**src/rtl/ptcap_pkg.sv**
```systemverilog
package ptcap_pkg;

    typedef enum logic [1:0] {
        ST_IDLE     = 2'd0,
        ST_PRESTORE = 2'd1,
        ST_POST     = 2'd2,
        ST_DONE     = 2'd3
    } cap_state_e;

    localparam logic TSEL_EXT = 1'b0;
    localparam logic TSEL_INT = 1'b1;

endpackage

```
**src/rtl/ptcap_trig_qual.sv**
```systemverilog
module ptcap_trig_qual
    import ptcap_pkg::*;
#(
    parameter int SYNC_STAGES = 2
) (
    input  logic clk,
    input  logic rst_n,
    input  logic listen,
    input  logic trig_sel,
    input  logic acq_en,
    input  logic sw_wr,
    input  logic smp_vld,
    input  logic ext_trig,
    output logic trig_hit,
    output logic sw_bit
);

    localparam int LAST = SYNC_STAGES - 1;

    logic [SYNC_STAGES-1:0] sync_q;
    logic ext_s;
    logic ext_prev_q;
    logic ext_rise;
    logic ext_pend_q;
    logic ext_pend_d;
    logic sw_q;
    logic sw_d;
    logic hit_ext;
    logic hit_sw;

    // synchroniser chain, length chosen by parameter
    always_ff @(posedge clk or negedge rst_n) begin
        if (!rst_n) begin
            sync_q <= '0;
        end else begin
            sync_q[0] <= ext_trig;
        end
    end

    generate
        for (genvar g = 1; g < SYNC_STAGES; g++) begin : g_sync
            always_ff @(posedge clk or negedge rst_n) begin
                if (!rst_n) begin
                    sync_q[g] <= 1'b0;
                end else begin
                    sync_q[g] <= sync_q[g-1];
                end
            end
        end
    endgenerate

    assign ext_s    = sync_q[LAST];
    assign ext_rise = ext_s & ~ext_prev_q;

    always_comb begin
        if (!listen || trig_sel != TSEL_EXT) begin
            ext_pend_d = 1'b0;
        end else if (ext_rise) begin
            ext_pend_d = 1'b1;
        end else if (smp_vld) begin
            ext_pend_d = 1'b0;
        end else begin
            ext_pend_d = ext_pend_q;
        end
    end

    assign hit_ext = listen && (trig_sel == TSEL_EXT) && ext_pend_q && smp_vld && ext_s;
    assign hit_sw  = listen && (trig_sel == TSEL_INT) && acq_en && sw_q && smp_vld;

    always_comb begin
        if (!listen || hit_sw) begin
            sw_d = 1'b0;
        end else if (sw_wr && acq_en && (trig_sel == TSEL_INT)) begin
            sw_d = 1'b1;
        end else begin
            sw_d = sw_q;
        end
    end

    always_ff @(posedge clk or negedge rst_n) begin
        if (!rst_n) begin
            ext_prev_q <= 1'b0;
            ext_pend_q <= 1'b0;
            sw_q       <= 1'b0;
        end else begin
            ext_prev_q <= ext_s;
            ext_pend_q <= ext_pend_d;
            sw_q       <= sw_d;
        end
    end

    assign trig_hit = hit_ext | hit_sw;
    assign sw_bit   = sw_q;

    AST_SW_SELF_CLEAR: assert property (@(posedge clk) disable iff (!rst_n)
        hit_sw |=> !sw_q);
    AST_SW_NEEDS_EN: assert property (@(posedge clk) disable iff (!rst_n)
        $rose(sw_q) |-> $past(acq_en && (trig_sel == TSEL_INT) && listen));
    AST_EXT_NEEDS_EDGE: assert property (@(posedge clk) disable iff (!rst_n)
        hit_ext |-> $past(ext_pend_d));

endmodule

```
**src/rtl/ptcap_wptr.sv**
```systemverilog
module ptcap_wptr #(
    parameter int AW = 10
) (
    input  logic          clk,
    input  logic          rst_n,
    input  logic          clr,
    input  logic          inc,
    input  logic [AW:0]   len,
    output logic [AW-1:0] ptr
);

    logic [AW:0] ptr_plus;
    logic        at_end;

    assign ptr_plus = {1'b0, ptr} + 1'b1;
    assign at_end   = (ptr_plus >= len);

    always_ff @(posedge clk or negedge rst_n) begin
        if (!rst_n) begin
            ptr <= '0;
        end else if (clr) begin
            ptr <= '0;
        end else if (inc) begin
            ptr <= at_end ? '0 : ptr_plus[AW-1:0];
        end
    end

    AST_PTR_WRAP: assert property (@(posedge clk) disable iff (!rst_n)
        (inc && !clr && ({1'b0, ptr} == len - 1'b1)) |=> (ptr == '0));
    AST_PTR_STEP: assert property (@(posedge clk) disable iff (!rst_n)
        (inc && !clr && ({1'b0, ptr} + 1'b1 < len)) |=> (ptr == $past(ptr) + 1'b1));

endmodule

```
**src/rtl/ptcap_seq.sv**
```systemverilog
module ptcap_seq
    import ptcap_pkg::*;
#(
    parameter int AW = 10,
    parameter int CW = 12
) (
    input  logic          clk,
    input  logic          rst_n,
    input  logic          arm_wr,
    input  logic          smp_vld,
    input  logic          trig_hit,
    input  logic [CW-1:0] post_cnt,
    input  logic [AW-1:0] ptr,
    output logic          listen,
    output logic          wr_en,
    output logic          cap_done,
    output logic [AW-1:0] trig_addr
);

    cap_state_e state_q;
    cap_state_e state_d;
    logic [CW:0] cnt_q;
    logic [CW:0] cnt_plus;
    logic        short_post;

    assign cnt_plus   = cnt_q + 1'b1;
    assign short_post = ({1'b0, post_cnt} <= 1);

    // state register
    always_ff @(posedge clk or negedge rst_n) begin
        if (!rst_n) begin
            state_q <= ST_IDLE;
        end else begin
            state_q <= state_d;
        end
    end

    // next-state logic
    always_comb begin
        state_d = state_q;
        if (arm_wr) begin
            state_d = ST_PRESTORE;
        end else begin
            unique case (state_q)
                ST_IDLE:     state_d = ST_IDLE;
                ST_PRESTORE: if (trig_hit) state_d = short_post ? ST_DONE : ST_POST;
                ST_POST:     if (smp_vld && cnt_plus >= {1'b0, post_cnt}) state_d = ST_DONE;
                ST_DONE:     state_d = ST_DONE;
                default:     state_d = ST_IDLE;
            endcase
        end
    end

    // outputs
    always_comb begin
        wr_en    = 1'b0;
        cap_done = 1'b0;
        listen   = 1'b0;
        unique case (state_q)
            ST_IDLE:     ;
            ST_PRESTORE: begin
                wr_en  = smp_vld && !arm_wr;
                listen = !arm_wr;
            end
            ST_POST:     wr_en = smp_vld && !arm_wr;
            ST_DONE:     cap_done = 1'b1;
            default:     ;
        endcase
    end

    // post-trigger counter and trigger address
    always_ff @(posedge clk or negedge rst_n) begin
        if (!rst_n) begin
            cnt_q     <= '0;
            trig_addr <= '0;
        end else if (arm_wr) begin
            cnt_q     <= '0;
            trig_addr <= '0;
        end else if (state_q == ST_PRESTORE && trig_hit) begin
            cnt_q     <= {{CW{1'b0}}, 1'b1};
            trig_addr <= ptr;
        end else if (state_q == ST_POST && smp_vld) begin
            cnt_q     <= cnt_plus;
        end
    end

    AST_DONE_STICKY: assert property (@(posedge clk) disable iff (!rst_n)
        (cap_done && !arm_wr) |=> cap_done);
    AST_TADDR_HOLD: assert property (@(posedge clk) disable iff (!rst_n)
        (cap_done && $past(cap_done) && !$past(arm_wr)) |-> $stable(trig_addr));
    AST_DONE_AFTER_WRITE: assert property (@(posedge clk) disable iff (!rst_n)
        $rose(cap_done) |-> $past(wr_en));

endmodule

```
**src/rtl/ptcap_ctrl.sv**
```systemverilog
module ptcap_ctrl
    import ptcap_pkg::*;
#(
    parameter int AW = 10,
    parameter int CW = 12
) (
    input  logic          clk,
    input  logic          rst_n,
    input  logic          arm_wr,
    input  logic          trig_sel,
    input  logic          acq_en,
    input  logic          sw_trig_wr,
    input  logic          ext_trig,
    input  logic          smp_vld,
    input  logic [AW:0]   buf_len,
    input  logic [CW-1:0] post_cnt,
    output logic [AW-1:0] wr_addr,
    output logic          wr_en,
    output logic          cap_done,
    output logic [AW-1:0] trig_addr,
    output logic          sw_trig_bit
);

    logic listen;
    logic trig_hit;

    ptcap_trig_qual #(.SYNC_STAGES(2)) u_qual (
        .clk      (clk),
        .rst_n    (rst_n),
        .listen   (listen),
        .trig_sel (trig_sel),
        .acq_en   (acq_en),
        .sw_wr    (sw_trig_wr),
        .smp_vld  (smp_vld),
        .ext_trig (ext_trig),
        .trig_hit (trig_hit),
        .sw_bit   (sw_trig_bit)
    );

    ptcap_wptr #(.AW(AW)) u_wptr (
        .clk   (clk),
        .rst_n (rst_n),
        .clr   (arm_wr),
        .inc   (wr_en),
        .len   (buf_len),
        .ptr   (wr_addr)
    );

    ptcap_seq #(.AW(AW), .CW(CW)) u_seq (
        .clk       (clk),
        .rst_n     (rst_n),
        .arm_wr    (arm_wr),
        .smp_vld   (smp_vld),
        .trig_hit  (trig_hit),
        .post_cnt  (post_cnt),
        .ptr       (wr_addr),
        .listen    (listen),
        .wr_en     (wr_en),
        .cap_done  (cap_done),
        .trig_addr (trig_addr)
    );

    AST_ARM_CLEARS: assert property (@(posedge clk) disable iff (!rst_n)
        arm_wr |=> (wr_addr == '0 && !cap_done));
    AST_ADDR_IN_WINDOW: assert property (@(posedge clk) disable iff (!rst_n)
        wr_en |-> ({1'b0, wr_addr} < buf_len));
    AST_NO_WRITE_DONE: assert property (@(posedge clk) disable iff (!rst_n)
        (cap_done && $past(cap_done)) |-> !wr_en);

endmodule

```
**config.mk**
```make
export PLATFORM = sky130hd
export DESIGN_NAME = ptcap_ctrl
export DESIGN_NICKNAME = d
export VERILOG_FILES = /design/src/rtl/ptcap_pkg.sv /design/src/rtl/ptcap_trig_qual.sv /design/src/rtl/ptcap_wptr.sv /design/src/rtl/ptcap_seq.sv /design/src/rtl/ptcap_ctrl.sv
export SDC_FILE = /design/constraint.sdc
export NUM_CORES = 1
export LEC_CHECK = 0
export BUFFER_PORTS_ARGS = -buffer_cell sky130_fd_sc_hd__clkbuf_2
export CORE_MARGIN = 3
export CORE_UTILIZATION = 30
export CTS_CLUSTER_SIZE = 8
export DETAILED_ROUTE_END_ITERATION = 8
export PLACE_DENSITY_LB_ADDON = 0.1
export SYNTH_ARGS = -nofsm -noshare
export SYNTH_HDL_FRONTEND = slang
export SYNTH_SLANG_ARGS = --single-unit
```
**constraint.sdc**
```tcl
create_clock -name clk -period 2.8 [get_ports clk]
set_input_delay 0.14 -clock clk [delete_from_list [all_inputs] [get_ports clk]]
set_output_delay 0.14 -clock clk [all_outputs]
set_load 0.005 [all_outputs]
```
==> results.toml, run 1 <==
[synthesis]
ys_types = 43
yosysSeqAreaShare_pct = 36.7
ys_seq_elements = 40
synthCells = 304
synth_edf_count = 0
ys.flop_type = "dfrtp_1"
yosysWarnings = 0
syn_area_um2 = 2730
synth_nets = 365
synth.avg_cell_area_um2 = 8.97
async_flop_share_pct = 100

[pwr]
power_density_nw_per_um2 = 405
p_leak_uw = 0.00174
p_int_uw = 952
pwr-share-clk_pct = 27.1
combPwrFrac_pct = 27.8
p_switching_uw = 452
netSwitchingFraction_pct = 32.2
pwr-share-seq_pct = 45.0
p_total_uw = 1400
ir_drop_v = 0.000169

[layout]
antennaDiodeCount = 0
final_core_util_pct = 39.6
layout.cells.non_filler = 492
fin_area_um2 = 3470
final_common_cell = "clkbuf_2"
fin_nets = 444
n_fill_cell = 910
drive_gt1_share_pct = 26.8
layout_common_cells = "53 x clkbuf_2, 38 x dfrtp_1, 37 x inv_1"
area_growth_pct = 27.3

[worst_hold_path]
hp-class = "primary input to flop"

[sta]
relSlewSlack_pct = 21.5
max_freq_ghz = 0.360
period_share_pct = 99.2
rsz0062_at_grt = "yes"
period_needed_ns = 2.78
finalSetupViolCount = 0
finalMaxSlewViolations = 0
final.setup.tns_ns = 0
hold_viol_final = 0
worst_slew_pin_slew_ns = 1.17
clock_skew_ns = 0.00206

[routing]
drtIter0Drc = 93
drt-wirelength-per-cell_um = 13.7
drc = 0
dr_total_vias = 2353
vias_per_cell = 4.78
drt_wl_total_um = 6750
first_pass_iters = 4
ant_nets = 0

[floorplanning]
row_count = 34
design.die.area_um2 = 10300
fp.dieH_um = 101
die_x_um = 101
initial_utilization_pct = 31.1
io-pin-count = 54
core_area_um2 = 8760

[critical_path]
cp-endpoint = "u_wptr.ptr[6]"
crit_required_ns = 3.01
slowest_delay_ns = 0.39
crit_path_start_kind = "flop"
startpoint = "u_wptr.ptr[1]"
endpoint_kind = "flop"
crit_slowest_cell = "dfrtp_1"
path_class = "flop to flop"
reg2reg_to = "u_wptr.ptr[6]"
critPathBufInv = 0
reg2reg_from = "u_wptr.ptr[1]"
reg2reg_slack_ns = 0.02
path_cells = "ha_4 -> nand3_2 -> or3_4 -> or3_4 -> xnor2_4 -> ha_4 -> a21o_1 -> a21oi_2 -> o31ai_2 -> o21ai_2 -> nand2_2 -> o22ai_1"
worstPathMaxFanout = 4
worstPathArrival_ns = 2.99
path_delay_family = "simple AND/OR/NAND/NOR gates"
worstRegToRegCells = 12
cp.depth = 12

[clock_tree]
cts_max_level = 2
cts-buffers-inserted = 5
cts_tree = "done"
cts.sinks = 40
cts_root_buffer = "clkbuf_8"
clk_pin_slew_ns = 0.08
ctsLongestPathBuffers = 2
clk_latency_ns = 0.29

[flow_run]
maxCapViolCount = 0

[global_route]
gr-total-overflow = 0
grt_start_max_net_pins = 24
track_usage_pct = 13.9
antenna_found_initial = 0
grt_pass1_vias = 2386
grt_pass1_wl_um = 11500

[placed_design]
place_inst = 481
place_congestion = 0.829
dp_hpwl_um = 5470
port_buffers = 53
place_area_um2 = 3290

[status]
status = "completed"
power groups by stage:
| stage | clock network [µW] | logic (µW) | registers, µW |
|---|---|---|---|
| global route | 421 | 446 | 638 |
| finish | 381 | 391 | 632 |
| CTS | 399 | 390 | 633 |
| detailed placement | 0 | 377 | 641 |
| floorplan | 0 | 214 | 645 |
| global placement | 0 | 377 | 639 |
cell usage after synthesis (3+ instances only):
master | n | area share, %
a21o_1 | 4 | 1.1
a21oi_1 | 10 | 1.8
a31oi_1 | 3 | 0.69
a32o_1 | 7 | 2.6
clkbuf_1 | 6 | 0.83
dfrtp_1 | 40 | 37
ha_1 | 30 | 14
inv_1 | 37 | 5.1
nand2_1 | 15 | 2.1
nand2b_1 | 5 | 1.1
nand3_1 | 19 | 3.5
nand3b_1 | 10 | 2.8
nand4_1 | 3 | 0.69
nor2_1 | 29 | 4.0
nor3_1 | 5 | 0.92
nor4_1 | 3 | 0.69
o21ai_0 | 18 | 3.3
xnor2_1 | 21 | 6.7
xor2_1 | 8 | 2.6
layer usage:
layer / global-route usage [%] / part of all wire, %
met4: 3.78 / 1.3
met2: 22.3 / 44
met1: 19.6 / 51
met3: 2.07 / 3.8
met5: 0 / 0
how the worst min path moves through the flow:
stage / startpoint / to / slack, ns / cells past startpoint
4_1_cts: trig_sel / u_qual.ext_pend_q / 0.06 / 2
5_1_grt: trig_sel / u_qual.ext_pend_q / 0.07 / 2
3_3_place_gp: rst_n / u_seq.cnt_q[6] / 0.19 / 1
2_1_floorplan: rst_n / u_qual.ext_pend_q / -0.16 / 0
6_report: trig_sel / u_qual.ext_pend_q / 0.08 / 2
3_5_place_dp: rst_n / u_seq.cnt_q[6] / 0.18 / 1
sequential cells by signal, summed over array words and instances, names as in the netlist:
name / cells
u_qual.sw_bit: 1
u_qual.sync_q: 1
u_seq.cnt_q: 13
u_wptr.ptr: 10
u_qual.ext_pend_q: 1
u_qual.ext_prev_q: 1
u_seq.trig_addr: 10
u_qual.ext_s: 1
u_seq.state_q: 2
cell type report:
class,instances,area (µm²),share of cell area (%)
sequential,40,1000,28.9
clock inverter,3,18.8,0.541
multi-input combinational,219,1630,46.9
inverter,37,139,4.00
timing repair buffer,80,477,13.7
clock buffer,5,68.8,1.98
tap,108,135,3.89
cells by family (layout without fill, tap and decap cells):
| logic type | count (synthesis) | in the layout | synth area share (%) |
|---|---|---|---|
| adders and majority gates | 30 | 30 | 13.8 |
| xor gates and xnor gates | 29 | 29 | 9.32 |
| DFF | 40 | 40 | 36.7 |
| and+or+nand+nor | 101 | 101 | 19.5 |
| buffers and inverters | 45 | 125 | 6.29 |
| AOI/OAI and AO/OA | 59 | 59 | 14.4 |
what timing repair did:
action | CTS | global route
hold buffers | 2 | 0
resized for setup | 7 | 6
pin swaps | 6 | 10
hold endpoints to repair | 22 | 0
setup buffers | 0 | 1
setup endpoints to repair | 10 | 12
gates cloned | 0 | 0
per-stage QoR:
step                setup slack, ns  hold slack [ns]
floorplan                   -0.0969           -0.156
global placement            -0.0266            0.192
detailed placement          -0.0815            0.177
CTS                          0.0153           0.0630
global route                 -0.117           0.0704
finish                       0.0237           0.0764
Power figures use the tool's default switching activity.
==> run 2: changes to the inputs <==
==> constraint.sdc (replaced) <==
create_clock -name clk -period 2.8 [get_ports clk]
set_input_delay 0.28 -clock clk [delete_from_list [all_inputs] [get_ports clk]]
set_output_delay 0.28 -clock clk [all_outputs]
set_load 0.005 [all_outputs]
==> run 2 against run 1 <==
  * The flow now finishes with violations (hold timing)
  * Maximum frequency is essentially flat
  * Sequential share of layout area rose by 0.17 points
  * Count of clock-buffer cells in the layout stayed put
  * Clock power hardly changed
  * Critical path type unchanged
==> results.toml, run 2 (synthesis results as in run 1) <==
[layout]
fin_nets = 442
largest_register_ffs = 13
layout_common_cells = "53 x clkbuf_2, 38 x dfrtp_1, 37 x inv_1"
area_growth_pct = 26.5
antennaDiodeCount = 0
n_fill_cell = 912
top_regs = "u_seq.cnt_q (13), u_seq.trig_addr (10), u_wptr.ptr (10)"
top_register = "u_seq.cnt_q"
final_common_cell = "clkbuf_2"
drive_gt1_share_pct = 27.0

[global_route]
grt_start_max_net_pins = 24
grt_pass1_wl_um = 11500
antenna_found_initial = 0
gr-total-overflow = 0
grt_pass1_vias = 2381
track_usage_pct = 13.9

[clock_tree]
ctsLongestPathBuffers = 2
cts_tree = "done"
cts_root_buffer = "clkbuf_8"
cts.sinks = 40
clk_latency_ns = 0.29
cts_max_level = 2
clk_pin_slew_ns = 0.08
cts-buffers-inserted = 5
hold_buffers = 0

[placed_design]
pre_cts_ws_ns = -0.0815
place_congestion = 0.829
port_buffers = 53
dp_hpwl_um = 5470

[pwr]
pwr-share-clk_pct = 27.2
p_switching_uw = 452
combPwrFrac_pct = 27.7
pwr-share-seq_pct = 45.1
p_leak_uw = 0.00173
ir_drop_v = 0.000169
p_int_uw = 950
netSwitchingFraction_pct = 32.3
power_density_nw_per_um2 = 406

[floorplanning]
design.die.area_um2 = 10300
io-pin-count = 54
initial_utilization_pct = 31.1
row_count = 34
fp.dieH_um = 101
die_x_um = 101
core_area_um2 = 8760

[worst_hold_path]
hp-class = "primary input to async pin"

[sta]
period_share_pct = 99.2
rsz0062_at_grt = "yes"
period_needed_ns = 2.78
fin_ws_ns = 0.0231
relSlewSlack_pct = 20.7
hold_viol_final = 21
finalMaxSlewViolations = 0
finalSetupViolCount = 0
max_freq_ghz = 0.360
clock_skew_ns = 0.00207
worst_slew_pin_slew_ns = 1.18
holdWs_ns = -0.0199

[critical_path]
reg2reg_to = "u_wptr.ptr[6]"
path_class = "flop to flop"
slowest_delay_ns = 0.39
critPathBufInv = 0
endpoint_kind = "flop"
crit_required_ns = 3.01
reg2reg_from = "u_wptr.ptr[1]"
worstRegToRegCells = 12
cp.depth = 12
worstPathArrival_ns = 2.99
path_delay_family = "simple AND/OR/NAND/NOR gates"
worstPathMaxFanout = 4
reg2reg_slack_ns = 0.02
crit_path_start_kind = "flop"
crit_slowest_cell = "dfrtp_1"
path_cells = "ha_4 -> nand3_2 -> or3_4 -> or3_4 -> xnor2_4 -> ha_4 -> a21o_1 -> a21oi_2 -> o31ai_2 -> o21ai_2 -> nand2_2 -> o22ai_1"

[status]
status = "complete, but fails checks"
violations = "hold timing"

[routing]
drtIter0Drc = 97
drt_wl_total_um = 6740
ant_nets = 0
drt-wirelength-per-cell_um = 13.7
drc = 0
vias_per_cell = 4.80
first_pass_iters = 4
dr_total_vias = 2350

[flow_run]
maxCapViolCount = 0
[run 2: through the flow]
step,TNS [ns],cells,util [%],instance area (µm²),total power (µW)
after detailed placement,-0.645,481,37.5,3290,1020
final,0,490,39.4,3450,1400
after floorplan,-0.263,304,-,2740,859
after global placement,-0.207,481,37.5,3290,1020
after CTS,0,489,38.9,3410,1420
after global routing,-0.973,490,39.4,3450,1500
[run 2: worst reg2reg max path, cell delays in order (launching register included)]
cell	delay, ns
dfrtp_1	0.39
ha_4	0.15
nand3_2	0.08
or3_4	0.33
or3_4	0.37
xnor2_4	0.18
ha_4	0.23
a21o_1	0.18
a21oi_2	0.15
o31ai_2	0.09
o21ai_2	0.26
nand2_2	0.11
o22ai_1	0.20
[run 2: cell type report]
class,instances,area (µm²),share of cell area (%)
Inverter,37,139,4.03
Sequential cell,40,1000,29.1
Timing Repair Buffer,78,457,13.2
Multi-Input combinational cell,219,1630,47.2
Tap cell,108,135,3.92
Clock buffer,5,68.8,1.99
Clock inverter,3,18.8,0.544
[run 2: worst max path at each step]
stage                  start       endpoint
2_1_floorplan  u_wptr.ptr[1]  u_wptr.ptr[6]
3_3_place_gp   u_wptr.ptr[0]  u_wptr.ptr[8]
3_5_place_dp   u_wptr.ptr[0]  u_wptr.ptr[6]
4_1_cts        u_wptr.ptr[1]  u_wptr.ptr[1]
5_1_grt        u_wptr.ptr[1]  u_wptr.ptr[5]
6_report       u_wptr.ptr[1]  u_wptr.ptr[6]
[run 2: metal layers]
metal	vias up	track usage, %	routed length, µm
li1	1214	-	-
met4	0	3.78	87
met1	1078	19.5	3430
met3	6	2.07	260
met5	-	0	0
met2	52	22.3	2960
[run 2: power by group through the flow]
stage	logic [µW]	registers [µW]	clock network (µW)
after CTS	388	633	399
after global routing	444	638	421
after detailed placement	377	641	0
final	389	632	381
after global placement	377	639	0
after floorplan	214	645	0
[run 2: what timing repair did]
action,in CTS,in global routing
setup buffers,0,1
gates resized for setup,7,6
endpoints found under the setup margin,10,12
pin swaps,6,10
endpoints found under the hold margin,0,0
==> run 3: changes to the inputs <==
Settings changed: BUFFER_PORTS_ARGS -buffer_cell sky130_fd_sc_hd__clkbuf_2 to not set, DONT_BUFFER_PORTS set to 1, REMOVE_ABC_BUFFERS set to 1.
==> run 3 against run 2 <==
  * The flow now finishes without violations
  * Non-clock buffer count is 50 lower
  * Final area is 6.6% lower
  * Setup slack worse by 0.0041 ns
  * Sequential cell count stayed put
  * Largest cell class unchanged
  * Register-to-register slack is essentially flat
  * Count of clock-buffer cells in the layout is the same
==> results.toml, run 3 (synthesis results as in run 1) <==
[layout]
final_core_util_pct = 36.8
drive_gt1_share_pct = 14.2
final_common_cell = "dfrtp_1"
antennaDiodeCount = 0
layout_common_cells = "38 x dfrtp_1, 37 x inv_1, 29 x nor2_1"
fin_nets = 392
area_growth_pct = 18.2
n_fill_cell = 913
largest_register_ffs = 13
multi_input_area_um2 = 1600
top_register = "u_seq.cnt_q"
regArea_um2 = 1000
fin_area_um2 = 3220
top_regs = "u_seq.cnt_q (13), u_seq.trig_addr (10), u_wptr.ptr (10)"

[clock_tree]
cts_max_level = 2
cts_tree = "done"
cts-buffers-inserted = 5
clk_pin_slew_ns = 0.08
clk_latency_ns = 0.29
ctsLongestPathBuffers = 2
cts.sinks = 40
cts_root_buffer = "clkbuf_8"

[critical_path]
crit_path_start_kind = "flop"
worstPathMaxFanout = 5
worstPathArrival_ns = 2.96
path_class = "flop to flop"
crit_slowest_cell = "dfrtp_1"
crit_required_ns = 2.97
endpoint_kind = "flop"
path_cells = "ha_2 -> nand3_2 -> or3_4 -> or3_4 -> xnor2_4 -> ha_4 -> nand3_1 -> o31ai_1 -> o21ai_1 -> buf_4 -> buf_4 -> a32o_1"
slowest_delay_ns = 0.36

[floorplanning]
row_count = 34
io-pin-count = 54
design.die.area_um2 = 10300
fp.dieH_um = 101
die_x_um = 101
initial_utilization_pct = 31.1
core_area_um2 = 8760

[global_route]
gr-total-overflow = 0
antenna_found_initial = 0
grt_pass1_wl_um = 11400
track_usage_pct = 13.8
grt_pass1_vias = 2293
grt_start_max_net_pins = 41

[routing]
drtIter0Drc = 73
drt_wl_total_um = 6680
drt-wirelength-per-cell_um = 15.2
dr_total_vias = 2208
drc = 0
vias_per_cell = 5.02
ant_nets = 0
first_pass_iters = 4

[placed_design]
dp_hpwl_um = 5130
place_congestion = 0.758
place_area_um2 = 2990
port_buffers = 0

[sta]
finalSetupViolCount = 0
period_share_pct = 99.3
clock_skew_ns = 0.0121
period_needed_ns = 2.78
hold_viol_final = 0
finalMaxSlewViolations = 0
final.setup.tns_ns = 0
worst_slew_pin_slew_ns = 1.17
relSlewSlack_pct = 21.4
rsz0062_at_grt = "yes"
max_freq_ghz = 0.360

[worst_hold_path]
hp-class = "primary input to flop"

[pwr]
ir_drop_v = 0.000184
p_total_uw = 1430
power_density_nw_per_um2 = 445
p_leak_uw = 0.00151

[status]
status = "completed"

[flow_run]
maxCapViolCount = 0
## run 3: cell count changes in the layout (fill, tap and decap cells not counted), moves of 2 or more
cell	before	now
o21ai_2	2	0
o21ai_1	0	2
dlygate4sd3_1	0	2
clkbuf_2	53	0
## run 3: timing repair
item,in CTS,in global routing
endpoints found under the hold margin,41,0
gates resized for setup,6,6
buffers inserted,2,1
endpoints found under the setup margin,3,12
hold buffers,3,0
pin swaps,3,2
## run 3: report_power, final
part	internal, µW	switching [µW]
Combinational	135	196
Clock	264	210
Sequential	605	23.4
Total	1000	429
## run 3: routing by layer
layer,global-route usage [%],routed length [µm]
met5,0,0
met1,17.6,3050
met2,23.4,3200
met4,3.78,105
met3,3.03,331
## run 3: through the flow
step	instances	setup slack (ns)	hold slack (ns)
after floorplan	296	-0.255	-0.0156
after global placement	426	-0.121	-0.0148
after detailed placement	426	-0.133	-0.0145
after CTS	439	-0.0104	0.0353
after global routing	440	-0.112	0.0379
final	440	0.0190	0.0488
## run 3: final timing paths
path	from	end	slack [ns]	depth (start not counted)
worst max-delay path	u_wptr.ptr[1]	u_wptr.ptr[1]	0.02	12
worst min-delay path	trig_sel	u_qual.ext_pend_q	0.05	1
worst max register to register	u_wptr.ptr[1]	u_wptr.ptr[1]	0.02	12
worst min register to register	u_qual.sync_q[0]	u_qual.ext_s	0.37	0
max in group asynchronous	rst_n	u_seq.cnt_q[6]	2.09	2
min in group asynchronous	rst_n	u_wptr.ptr[6]	0.49	2
## run 3: cell type report
cell class                 count  share of cell area (%)
clock buffer                   5                    2.14
clock inverter                 3                    1.32
inverter                      37                    4.31
multi-input combinational    219                    49.7
sequential                    40                    31.1
tap                          108                    4.19
timing repair buffer          28                    7.18
## run 3: critical path, delay by kind of cell, from the launching register on
family | cells | cell delay (ns)
AOI/OAI and AO/OA | 3 | 0.51
DFF | 1 | 0.36
buffers and inverters | 2 | 0.29
xor gates and xnor gates | 1 | 0.15
and+or+nand+nor | 4 | 0.87
adders and majority gates | 2 | 0.48
